### config.mk
export PLATFORM = sky130hd
export DESIGN_NAME = evt_route_fabric
export DESIGN_NICKNAME = d
export VERILOG_FILES = /design/src/rtl/evr_pkg.sv /design/src/rtl/evr_cfg_bank.sv /design/src/rtl/evr_gen_mux.sv /design/src/rtl/evr_chan_core.sv /design/src/rtl/evt_route_fabric.sv
export SDC_FILE = /design/constraint.sdc
export NUM_CORES = 1
export LEC_CHECK = 0
export BUFFER_PORTS_ARGS = -buffer_cell sky130_fd_sc_hd__clkbuf_2
export CORE_MARGIN = 5
export CORE_UTILIZATION = 60
export CTS_CLUSTER_SIZE = 28
export DETAILED_ROUTE_END_ITERATION = 6
export GPL_TIMING_DRIVEN = 0
export PLACE_DENSITY = 0.79
export SYNTH_ARGS = -nofsm -noshare
export SYNTH_HDL_FRONTEND = slang
export SYNTH_SLANG_ARGS = --single-unit
export TNS_END_PERCENT = 30
### constraint.sdc
create_clock -name clk -period 4.9 [get_ports clk]
set_input_delay 1.47 -clock clk [delete_from_list [all_inputs] [get_ports clk]]
set_output_delay 1.47 -clock clk [all_outputs]
set_load 0.05 [all_outputs]
### src/rtl/evr_pkg.sv
package evr_pkg;

  localparam int EVR_WORD_W  = 32;
  localparam int EVR_IDX_W   = 3;
  localparam int EVR_NUM_CH  = 1 << EVR_IDX_W;
  localparam int EVR_GEN_W   = 6;
  localparam int EVR_NUM_GEN = (1 << EVR_GEN_W) - 1;

  // field positions inside the configuration word
  localparam int F_IDX_LSB  = 0;
  localparam int F_SW_BIT   = 8;
  localparam int F_GEN_LSB  = 16;
  localparam int F_PATH_LSB = 24;
  localparam int F_EDGE_LSB = 26;

  typedef enum logic [1:0] {
    PATH_SYNC   = 2'd0,
    PATH_RESYNC = 2'd1,
    PATH_ASYNC  = 2'd2,
    PATH_OFF    = 2'd3
  } evr_path_e;

  typedef enum logic [1:0] {
    EDGE_NONE = 2'd0,
    EDGE_RISE = 2'd1,
    EDGE_FALL = 2'd2,
    EDGE_BOTH = 2'd3
  } evr_edge_e;

  typedef struct packed {
    logic [EVR_GEN_W-1:0] gen;
    evr_path_e            path;
    evr_edge_e            edg;
  } evr_cfg_t;

  function automatic logic evr_edge_hit(evr_edge_e mode, logic cur, logic prev);
    logic hit;
    unique case (mode)
      EDGE_RISE: hit = cur & ~prev;
      EDGE_FALL: hit = ~cur & prev;
      EDGE_BOTH: hit = cur ^ prev;
      default:   hit = 1'b0;
    endcase
    return hit;
  endfunction

  function automatic logic evr_is_clocked(evr_path_e p);
    return (p == PATH_SYNC) || (p == PATH_RESYNC);
  endfunction

endpackage

### src/rtl/evr_cfg_bank.sv
module evr_cfg_bank
  import evr_pkg::*;
(
  input  logic                            clk,
  input  logic                            rst_n,
  input  logic                            wr_en,
  input  logic [EVR_WORD_W-1:0]           wr_word,
  output logic [EVR_WORD_W-1:0]           rd_word,
  output evr_cfg_t [EVR_NUM_CH-1:0]       cfg_all,
  output logic [EVR_NUM_CH-1:0]           sw_hit
);

  evr_cfg_t [EVR_NUM_CH-1:0] cfg_q, cfg_d;
  logic [EVR_IDX_W-1:0]      last_q, last_d;
  logic [EVR_IDX_W-1:0]      wr_idx;
  evr_cfg_t                  wr_cfg;

  assign wr_idx      = wr_word[F_IDX_LSB +: EVR_IDX_W];
  assign wr_cfg.gen  = wr_word[F_GEN_LSB +: EVR_GEN_W];
  assign wr_cfg.path = evr_path_e'(wr_word[F_PATH_LSB +: 2]);
  assign wr_cfg.edg  = evr_edge_e'(wr_word[F_EDGE_LSB +: 2]);

  // next-state
  always_comb begin
    cfg_d  = cfg_q;
    last_d = last_q;
    if (wr_en) begin
      cfg_d[wr_idx] = wr_cfg;
      last_d        = wr_idx;
    end
  end

  // state, with explicit write enable
  always_ff @(posedge clk or negedge rst_n) begin
    if (!rst_n) begin
      cfg_q  <= '0;
      last_q <= '0;
    end else if (wr_en) begin
      cfg_q  <= cfg_d;
      last_q <= last_d;
    end
  end

  // read-back of the last addressed channel, unused bits forced low
  always_comb begin
    rd_word                           = '0;
    rd_word[F_IDX_LSB +: EVR_IDX_W]   = last_q;
    rd_word[F_GEN_LSB +: EVR_GEN_W]   = cfg_q[last_q].gen;
    rd_word[F_PATH_LSB +: 2]          = cfg_q[last_q].path;
    rd_word[F_EDGE_LSB +: 2]          = cfg_q[last_q].edg;
  end

  // software trigger decode, gated by the path carried in the same word
  for (genvar c = 0; c < EVR_NUM_CH; c++) begin : g_sw
    assign sw_hit[c] = wr_en && wr_word[F_SW_BIT] &&
                       (wr_idx == EVR_IDX_W'(c)) && evr_is_clocked(wr_cfg.path);
  end

  assign cfg_all = cfg_q;

endmodule

### src/rtl/evr_gen_mux.sv
module evr_gen_mux
  import evr_pkg::*;
(
  input  logic [EVR_NUM_GEN-1:0] gen_in,
  input  logic [EVR_GEN_W-1:0]   sel,
  output logic                   lvl
);

  // slot 0 is the unconnected generator
  logic [EVR_NUM_GEN:0] padded;

  assign padded = {gen_in, 1'b0};
  assign lvl    = padded[sel];

endmodule

### src/rtl/evr_chan_core.sv
module evr_chan_core
  import evr_pkg::*;
#(
  parameter int SYNC_STAGES = 2
) (
  input  logic     clk,
  input  logic     rst_n,
  input  logic     lvl,
  input  evr_cfg_t cfg,
  input  logic     sw_hit,
  output logic     evt
);

  localparam int CHAIN = SYNC_STAGES + 2;

  logic [CHAIN-1:0] stage_q, stage_d;
  logic             cur, prev;
  logic             hw_hit;
  logic             pulse_q, pulse_d;

  // stage 0 is the registered input; stages 1..SYNC_STAGES form the synchroniser
  assign stage_d = {stage_q[CHAIN-2:0], lvl};

  always_comb begin
    unique case (cfg.path)
      PATH_SYNC: begin
        cur  = stage_q[0];
        prev = stage_q[1];
      end
      PATH_RESYNC: begin
        cur  = stage_q[SYNC_STAGES];
        prev = stage_q[SYNC_STAGES+1];
      end
      default: begin
        cur  = 1'b0;
        prev = 1'b0;
      end
    endcase
  end

  assign hw_hit  = evr_is_clocked(cfg.path) && evr_edge_hit(cfg.edg, cur, prev);
  assign pulse_d = hw_hit | sw_hit;

  always_ff @(posedge clk or negedge rst_n) begin
    if (!rst_n) begin
      stage_q <= '0;
      pulse_q <= 1'b0;
    end else begin
      stage_q <= stage_d;
      pulse_q <= pulse_d;
    end
  end

  always_comb begin
    unique case (cfg.path)
      PATH_ASYNC: evt = lvl;
      PATH_OFF:   evt = 1'b0;
      default:    evt = pulse_q;
    endcase
  end

endmodule

### src/rtl/evt_route_fabric.sv
module evt_route_fabric
  import evr_pkg::*;
#(
  parameter int SYNC_STAGES = 2
) (
  input  logic                    clk,
  input  logic                    rst_n,
  input  logic                    cfg_we,
  input  logic [EVR_WORD_W-1:0]   cfg_wdata,
  output logic [EVR_WORD_W-1:0]   cfg_rdata,
  input  logic [EVR_NUM_GEN-1:0]  gen_in,
  output logic [EVR_NUM_CH-1:0]   chan_evt
);

  // asynchronous assert, synchronous release
  logic [1:0] rst_pipe_q;
  logic       rst_sync_n;

  always_ff @(posedge clk or negedge rst_n) begin
    if (!rst_n) rst_pipe_q <= '0;
    else        rst_pipe_q <= {rst_pipe_q[0], 1'b1};
  end
  assign rst_sync_n = rst_pipe_q[1];

  evr_cfg_t [EVR_NUM_CH-1:0] cfg_all;
  logic [EVR_NUM_CH-1:0]     sw_hit;

  evr_cfg_bank u_bank (
    .clk     (clk),
    .rst_n   (rst_sync_n),
    .wr_en   (cfg_we),
    .wr_word (cfg_wdata),
    .rd_word (cfg_rdata),
    .cfg_all (cfg_all),
    .sw_hit  (sw_hit)
  );

  for (genvar c = 0; c < EVR_NUM_CH; c++) begin : g_ch
    logic sel_lvl;

    evr_gen_mux u_mux (
      .gen_in (gen_in),
      .sel    (cfg_all[c].gen),
      .lvl    (sel_lvl)
    );

    evr_chan_core #(.SYNC_STAGES(SYNC_STAGES)) u_core (
      .clk    (clk),
      .rst_n  (rst_sync_n),
      .lvl    (sel_lvl),
      .cfg    (cfg_all[c]),
      .sw_hit (sw_hit[c]),
      .evt    (chan_evt[c])
    );
  end

endmodule

==> reports/results.tsv, run 1 <==
stage	metric	value	unit
min_path	classification of the worst-slack hold path	flip-flop to flip-flop	
cells_and_area	antenna cells	0	
cts	cell at the root of the clock tree	sky130_fd_sc_hd__clkbuf_16	
global_route	total grt overflow	0	
worst_setup_path	slowest cell on the critical path	sky130_fd_sc_hd__mux4_1	
logic_synthesis	gate count after technology mapping	893	
worst_setup_path	launching point of the worst reg2reg path	u_bank.cfg_all[15]	
cts	hold-fix buffer count after cts	0	
route	Met1 Routed Length	12.9	mm
logic_synthesis	xor-xnor portion of the synthesized cell area	0	
logic_synthesis	top flip-flop cell by instance count after synthesis	sky130_fd_sc_hd__dfrtp_1	
timing	Worst Skew	0.0111	ns
logic_synthesis	synthesis-stage register bit count	125	
worst_setup_path	crit path cell chain	clkbuf_4, mux4_1, mux4_2, o21ba_1, nand4_1, o221ai_2, buf_4, clkbuf_8	
logic_synthesis	simple-gate share of the synthesized area	0.0775	
logic_synthesis	synthesized area per cell	11.9	um^2
min_path	Hold Crit Endpoint	rst_pipe_q[1]	
cells_and_area	NumNets Final	1137	
cts	clock tree from TritonCTS	yes	
worst_setup_path	critical path data arrival time	3.40	ns
logic_synthesis	sequential area share after synthesis	0.295	
cts	clock-pin transition on the worst setup and hold timing paths	0.06	ns
worst_setup_path	crit path max fanout	8	
route	Iter 0 DRT Violations	1238	
worst_setup_path	count of cells along the worst register-to-register path	7	
cells_and_area	Final Core Density	0.699	
cells_and_area	commonest non-fill, non-tap cell in the layout	sky130_fd_sc_hd__dfrtp_1	
global_route	Total GRT Usage	0.344	
cells_and_area	area delta synth->final	14.2	%
worst_setup_path	number of gates on the worst path with buffers counted	8	
worst_setup_path	flop2flop setup slack	2.55	ns
logic_synthesis	Unique masters post-synth	50	
worst_setup_path	largest stage delay on the critical path	0.51	ns
logic_synthesis	fraction of registers with async set/reset	1.00	
min_path	number of cells traversed by the worst hold path	0	
power	Design Power	5.59	mW
die	floorplan die height	143	um
power	total leakage power	5.15	nW
route	routed length per placed instance	27.1	um
worst_setup_path	capturing point of the worst reg2reg path	g_ch[1].u_core.stage_q[0]	
cells_and_area	count of placed standard cells in the final layout, fillers left out	1261	
die	effective utilization at floorplan	0.612	
place	cell area after placement	11500	um^2
route	drt via density	6.91	
worst_setup_path	classification of the worst setup path	input pin to output pin	
job	max-cap violations	0	
worst_setup_path	WP buf/inv	3	
status	outcome	completed	
place	IO buf count	92	
die	die area	20500	um^2
route	met2 wire length	15.8	mm
timing	final clock period utilization by the worst path	0.994	
worst_setup_path	kind of start point of the critical path	input pin	
global_route	global-route wire length before repair	52.3	mm
timing	worst slew pin tran	0.939	ns
power	peak ir drop on the vdd network	319	uV
timing	Setup violations, final	0	
worst_setup_path	critical path required time	3.43	ns
die	row count	48	
logic_synthesis	Synth Warn #	0	
timing	WHS	0.354	ns
global_route	initial antenna violation count	0	
worst_setup_path	cell class contributing the biggest share of worst-path delay	multiplexers	
place	DP HPWL	25.3	mm
timing	minimum clock period after layout	4.87	ns
cts	post-CTS setup repair buffer count	0	
logic_synthesis	number of synthesized flops with an enable pin	0	
logic_synthesis	share of the synthesized area in compound gates (AO/OA/AOI/OAI)	0.0702	
die	IO Count	138	
die	width of the chip	143	um
cts	number of CTS-inserted buffers	17	
route	final routed DRC violation total	0	
route	number of detailed-routing iterations run before antenna repair	5	
logic_synthesis	adder-cell share of the synthesized area	0.0189	
route	routed vias	8712	
cts	number of buffers on the longest clock path	2	
cts	maximum level of the CTS H-tree	4	
global_route	largest net degree at the start of global routing	70	
timing	unrepaired setup endpoints after global routing	false	
logic_synthesis	dominant combinational cell family by area after synthesis	multiplexers	
timing	Pins Over Slew Limit	0	
route	count of antenna-violating nets left after detailed routing	0	
cells_and_area	Layout Cell Area excl Fill	12100	um^2
min_path	hold path startpoint	rst_pipe_q[0]	
cells_and_area	proportion of layout cells with a drive suffix above 1	0.416	
worst_setup_path	critical path endpoint category	output pin	
timing	achievable frequency	205	MHz
timing	Final Hold Vio Count	0	
global_route	vias in the first global route	8729	
cells_and_area	most frequent cells in the layout	124 x sky130_fd_sc_hd__dfrtp_1, 115 x sky130_fd_sc_hd__mux4_2, 105 x sky130_fd_sc_hd__mux2_2	
place	placed cell count	1229	
cts	Skew-Pair Late Insertion Delay	0.44	ns
logic_synthesis	post-synthesis mux area share	0.466	
timing	worst rel slew slack	0.374	
place	final weighted congestion in routability-driven placement	1.02	
route	Final Routed Wirelength	34.1	mm
die	core box area	17400	um^2
logic_synthesis	Post-Synthesis Cell Area	10600	um^2
route	top layer reached by signal wires	met4	
power	pwr dens	461	nW/um^2
cts	clk sinks	125	
route	sum of met3 wire segment lengths after detailed routing	4.07	mm
==> power by group <==
part	total (mW)	leakage (nW)	switching [mW]	internal, mW
registers	1.59	1.51	0.256	1.33
logic	2.71	3.36	1.46	1.25
clock network	1.30	0.279	0.520	0.779
total	5.59	5.15	2.24	3.36
==> state kept, by name (all words and copies together), names as in the netlist <==
name                 count
u_bank.cfg_all          80
g_ch.u_core.stage_q     32
g_ch.u_core.pulse_q      8
u_bank.last_q            3
rst_pipe_q               2
==> routing by layer <==
layer / vias to the layer above / global-route usage
met5: - / 0
met4: 0 / 0.122
met3: 94 / 0.0867
met2: 639 / 0.529
met1: 4322 / 0.480
li1: 3657 / -
==> cells in the mapped netlist (all sizes together), types with 2 or more instances <==
cell type	n	area share
o22ai	8	0.0047
nor2b	11	0.0065
a31o	3	0.0025
conb	2	0.00071
nand4	7	0.0041
buf	68	0.042
a31oi	5	0.0029
a41oi	3	0.0025
and2b	3	0.0021
nand4b	3	0.0025
o21ba	4	0.0038
nand2	54	0.019
mux2	105	0.11
or3	6	0.0035
o31a	2	0.0017
a41o	2	0.0019
nand2b	9	0.0053
nor3b	3	0.0021
o221ai	5	0.0041
clkbuf	37	0.013
a21oi	11	0.0052
nand3b	11	0.0078
mux4	122	0.26
dfrtp	125	0.29
mux2i	97	0.091
ha	16	0.019
o2111ai	3	0.0025
a211oi	13	0.0092
nor3	2	0.00094
o211ai	15	0.011
or2	8	0.0047
nor2	41	0.014
o21ai	24	0.011
nand3	8	0.0038
inv	47	0.017
==> metrics by stage <==
stage	TNS, ns	setup slack, ns
after global placement	-43.64	-0.363
after floorplan	0	0.470
after CTS	0	0.00597
after detailed placement	-0.323	-0.154
after global routing	0	0.000919
final	0	0.0317
==> worst max path at each step <==
stage | startpoint | to
6_report | gen_in[52] | chan_evt[0]
5_1_grt | gen_in[52] | chan_evt[5]
4_1_cts | gen_in[54] | chan_evt[5]
3_5_place_dp | gen_in[7] | chan_evt[7]
3_3_place_gp | rst_pipe_q[1] | u_bank.cfg_all[56]
2_1_floorplan | gen_in[7] | chan_evt[7]
==> cell type report <==
type | count | area [um^2]
clock buffers | 20 | 457
clock inverters | 12 | 139
inverters | 47 | 176
flip-flops and latches | 125 | 3130
repair buffers | 93 | 527
multi-input cells | 634 | 6820
plain buffers | 105 | 594
well taps | 225 | 282
fillers | 1251 | 5230
==> kinds of logic (layout without fill, tap and decap cells) <==
logic type,count (synthesis),in the layout
mux,324,324
simple gates,167,167
buf+inv,152,277
flops,125,125
compound gates,107,107
fa+ha+maj,16,16
other cells,2,20
==> what timing repair did <==
| action | CTS | global route |
|---|---|---|
| gates resized for setup | 17 | 24 |
| pin swaps | 0 | 1 |
| endpoints found under the setup margin | 4 | 6 |
Note: power is estimated with default switching activity, not from simulation.
==> run 2: changes to the inputs <==
--- a/config.mk
+++ b/config.mk
@@ -5,13 +5,14 @@
 export SDC_FILE = /design/constraint.sdc
 export NUM_CORES = 1
 export LEC_CHECK = 0
-export BUFFER_PORTS_ARGS = -buffer_cell sky130_fd_sc_hd__clkbuf_2
+export BUFFER_PORTS_ARGS = -buffer_cell sky130_fd_sc_hd__buf_2
 export CORE_MARGIN = 5
 export CORE_UTILIZATION = 60
 export CTS_CLUSTER_SIZE = 28
 export DETAILED_ROUTE_END_ITERATION = 6
 export GPL_TIMING_DRIVEN = 0
 export PLACE_DENSITY = 0.79
+export SKIP_CTS_REPAIR_TIMING = 1
 export SYNTH_ARGS = -nofsm -noshare
 export SYNTH_HDL_FRONTEND = slang
 export SYNTH_SLANG_ARGS = --single-unit
==> constraint.sdc (replaced) <==
create_clock -name clk -period 4.9 [get_ports clk]
set_input_delay 0.98 -clock clk [delete_from_list [all_inputs] [get_ports clk]]
set_output_delay 0.98 -clock clk [all_outputs]
set_load 0.05 [all_outputs]
==> run 2 against run 1 <==
Die area unchanged. Critical path type is now flip-flop to output pin. Combinational power decreased by 3%. Clock-buffer cell count increased by 1. Final cell count unchanged. Sequential power about the same. Non-clock buffer count unchanged. Critical path depth increased by 1. Design area decreased by 0.63%. Utilization decreased by 0.44 points. Register-to-register slack got worse by 0.03 ns. Sequential share of layout area increased by 0.16 points. Critical endpoint is now chan_evt[4].
==> reports/results.tsv, run 2 (synthesis results as in run 1) <==
stage	metric	value	unit	change
status	outcome	completed		
global_route	largest net degree at the start of global routing	70		unchanged
place	placed cell count	1229		unchanged
cts	number of buffers on the longest clock path	2		unchanged
worst_setup_path	slowest cell on the critical path	sky130_fd_sc_hd__clkbuf_1		
power	switching part of the total	0.390		-0.00959
timing	unrepaired setup endpoints after global routing	false		
global_route	global-route wire length before repair	51.0	mm	-2.6%
power	total internal power	3.36	mW	+0.17%
worst_setup_path	WP buf/inv	4		+1
die	width of the chip	143	um	unchanged
route	final routed DRC violation total	0		unchanged
place	DP HPWL	25.0	mm	-1.1%
timing	Setup violations, final	0		unchanged
route	Final Routed Wirelength	33.1	mm	-3.0%
route	routed vias	8790		+0.90%
cts	clk sinks	125		unchanged
timing	final clock period utilization by the worst path	0.839		-0.154
timing	minimum clock period after layout	4.11	ns	-0.755 ns
worst_setup_path	largest stage delay on the critical path	0.45	ns	-0.06 ns
die	row count	48		unchanged
global_route	vias in the first global route	8713		-0.18%
job	max-cap violations	0		unchanged
cells_and_area	NumNets Final	1137		unchanged
timing	summed negative setup slack over all endpoints	0	ns	unchanged
worst_setup_path	kind of start point of the critical path	flip-flop		
cts	clock tree from TritonCTS	yes		
die	effective utilization at floorplan	0.612		unchanged
power	peak ir drop on the vdd network	307	uV	-3.9%
timing	Worst Skew	0.0120	ns	+0.000822 ns
timing	Final Hold Vio Count	0		unchanged
power	share of total power in sequential cells	0.288		+0.004
place	worst setup slack before clock tree synthesis	0.882	ns	+1.04 ns
worst_setup_path	critical path data arrival time	3.13	ns	-0.27 ns
worst_setup_path	classification of the worst setup path	flip-flop to output pin		
cells_and_area	Largest register FFs	80		unchanged
timing	achievable frequency	243	MHz	+18%
route	drt via density	6.97		+0.90%
route	number of detailed-routing iterations run before antenna repair	6		+1
worst_setup_path	cell class contributing the biggest share of worst-path delay	buffers and inverters		
place	final weighted congestion in routability-driven placement	1.08		+5.8%
route	Iter 0 DRT Violations	1218		-1.6%
cells_and_area	proportion of layout cells with a drive suffix above 1	0.399		-0.0170
min_path	classification of the worst-slack hold path	input pin to asynchronous set/reset pin		
timing	Pins Over Slew Limit	0		unchanged
die	IO Count	138		unchanged
global_route	Total GRT Usage	0.333		-0.0109
route	count of antenna-violating nets left after detailed routing	0		unchanged
cells_and_area	fill cell total of the finished layout	1295		+3.5%
place	IO buf count	92		unchanged
die	die area	20500	um^2	unchanged
timing	worst slew pin tran	0.938	ns	-0.000527 ns
worst_setup_path	crit path max fanout	10		+2
power	part of the power in combinational logic	0.477		-0.007
cts	maximum level of the CTS H-tree	4		unchanged
power	pwr dens	457	nW/um^2	-0.78%
cells_and_area	area delta synth->final	13.5	%	
timing	WHS	0.326	ns	-0.0286 ns
timing	least setup slack across all paths after layout	0.787	ns	+0.755 ns
timing	worst rel slew slack	0.375		about the same
worst_setup_path	critical path endpoint category	output pin		
power	total leakage power	5.14	nW	-0.17%
power	Design Power	5.51	mW	-1.4%
cts	clock-pin transition on the worst setup and hold timing paths	0.06	ns	about the same
die	core box area	17400	um^2	unchanged
power	portion of total power attributed to the clock network	0.235		+0.003
cts	cell at the root of the clock tree	sky130_fd_sc_hd__clkbuf_16		
route	routed length per placed instance	26.2	um	-3.0%
cts	number of CTS-inserted buffers	17		unchanged
cells_and_area	most frequent cells in the layout	124 x sky130_fd_sc_hd__dfrtp_1, 119 x sky130_fd_sc_hd__buf_2, 110 x sky130_fd_sc_hd__mux4_2		
cells_and_area	count of placed standard cells in the final layout, fillers left out	1261		unchanged
power	net switching power figure	2.15	mW	-3.8%
cells_and_area	commonest non-fill, non-tap cell in the layout	sky130_fd_sc_hd__dfrtp_1		
worst_setup_path	crit path cell chain	clkbuf_1, clkbuf_1, mux4_2, a21oi_1, nand4_1, nand4_1, o221ai_1, buf_4, buf_2		
worst_setup_path	critical path required time	3.92	ns	+0.49 ns
global_route	initial antenna violation count	1		+1
global_route	total grt overflow	0		unchanged
cts	Skew-Pair Late Insertion Delay	0.43	ns	about the same
die	floorplan die height	143	um	unchanged
## run 2: cell count changes in the layout (fill, tap and decap cells not counted), moves of 3 or more
cell                         before  now
sky130_fd_sc_hd__clkbuf_4         9    0
sky130_fd_sc_hd__mux4_2         115  110
sky130_fd_sc_hd__mux4_1           7   12
sky130_fd_sc_hd__clkbuf_2        75    1
sky130_fd_sc_hd__buf_4           34   31
sky130_fd_sc_hd__clkinvlp_4       4    1
sky130_fd_sc_hd__buf_2           35  119
sky130_fd_sc_hd__clkbuf_1        35   39
## run 2: layout make-up
| type | count | area, um^2 | share of cell area |
|---|---|---|---|
| clock inverter | 10 | 143 | 0.0118 |
| inverter | 47 | 176 | 0.0146 |
| tap | 225 | 282 | 0.0234 |
| multi-input combinational | 634 | 6790 | 0.563 |
| timing repair buffer | 93 | 488 | 0.0405 |
| buffer | 105 | 591 | 0.0490 |
| antenna | 1 | 2.50 | 0.000208 |
| sequential | 125 | 3130 | 0.260 |
| clock buffer | 21 | 450 | 0.0374 |
## run 2: through the flow
stage           util  cell area [um^2]
3_3_place_gp   0.658             11400
2_1_floorplan      -             10700
4_1_cts        0.694             12100
3_5_place_dp   0.660             11500
6_report       0.694             12100
5_1_grt        0.694             12100
## run 2: worst paths after layout
| check | slack [ns] | start | end | depth (start not counted) |
|---|---|---|---|---|
| min in group clk | 0.36 | rst_pipe_q[0] | rst_pipe_q[1] | 0 |
| max reg2reg | 2.52 | u_bank.cfg_all[46] | g_ch[4].u_core.stage_q[0] | 7 |
| min reg2reg | 0.36 | rst_pipe_q[0] | rst_pipe_q[1] | 0 |
| max in group asynchronous | 3.66 | rst_pipe_q[1] | g_ch[6].u_core.stage_q[0] | 1 |
| max | 0.79 | u_bank.cfg_all[46] | chan_evt[4] | 9 |
| min | 0.33 | rst_n | rst_pipe_q[1] | 1 |
## run 2: layer usage
layer | routed length [um] | track usage | vias up
li1 | - | - | 3655
met1 | 12400 | 0.453 | 4376
met2 | 15100 | 0.506 | 650
met3 | 4190 | 0.101 | 109
met4 | 1470 | 0.131 | 0
met5 | 0 | 0 | -
## run 2: power by group through the flow
| stage | logic (mW) | registers [mW] | clock network, mW |
|---|---|---|---|
| final | 2.63 | 1.59 | 1.30 |
| after global routing | 2.81 | 1.62 | 1.34 |
| after CTS | 2.61 | 1.58 | 1.30 |
| after detailed placement | 2.58 | 1.60 | 0 |
| after global placement | 2.51 | 1.59 | 0 |
| after floorplan | 2.01 | 1.51 | 0 |
## run 2: worst register-to-register path, cell delays in order, from the launching register on
cell and delay [ns]:
sky130_fd_sc_hd__dfrtp_1 0.36, sky130_fd_sc_hd__clkbuf_1 0.41, sky130_fd_sc_hd__clkbuf_1 0.46, sky130_fd_sc_hd__mux4_2 0.40
sky130_fd_sc_hd__a21oi_1 0.15, sky130_fd_sc_hd__nand4_1 0.23, sky130_fd_sc_hd__nand3_1 0.17, sky130_fd_sc_hd__nand2_1 0.08
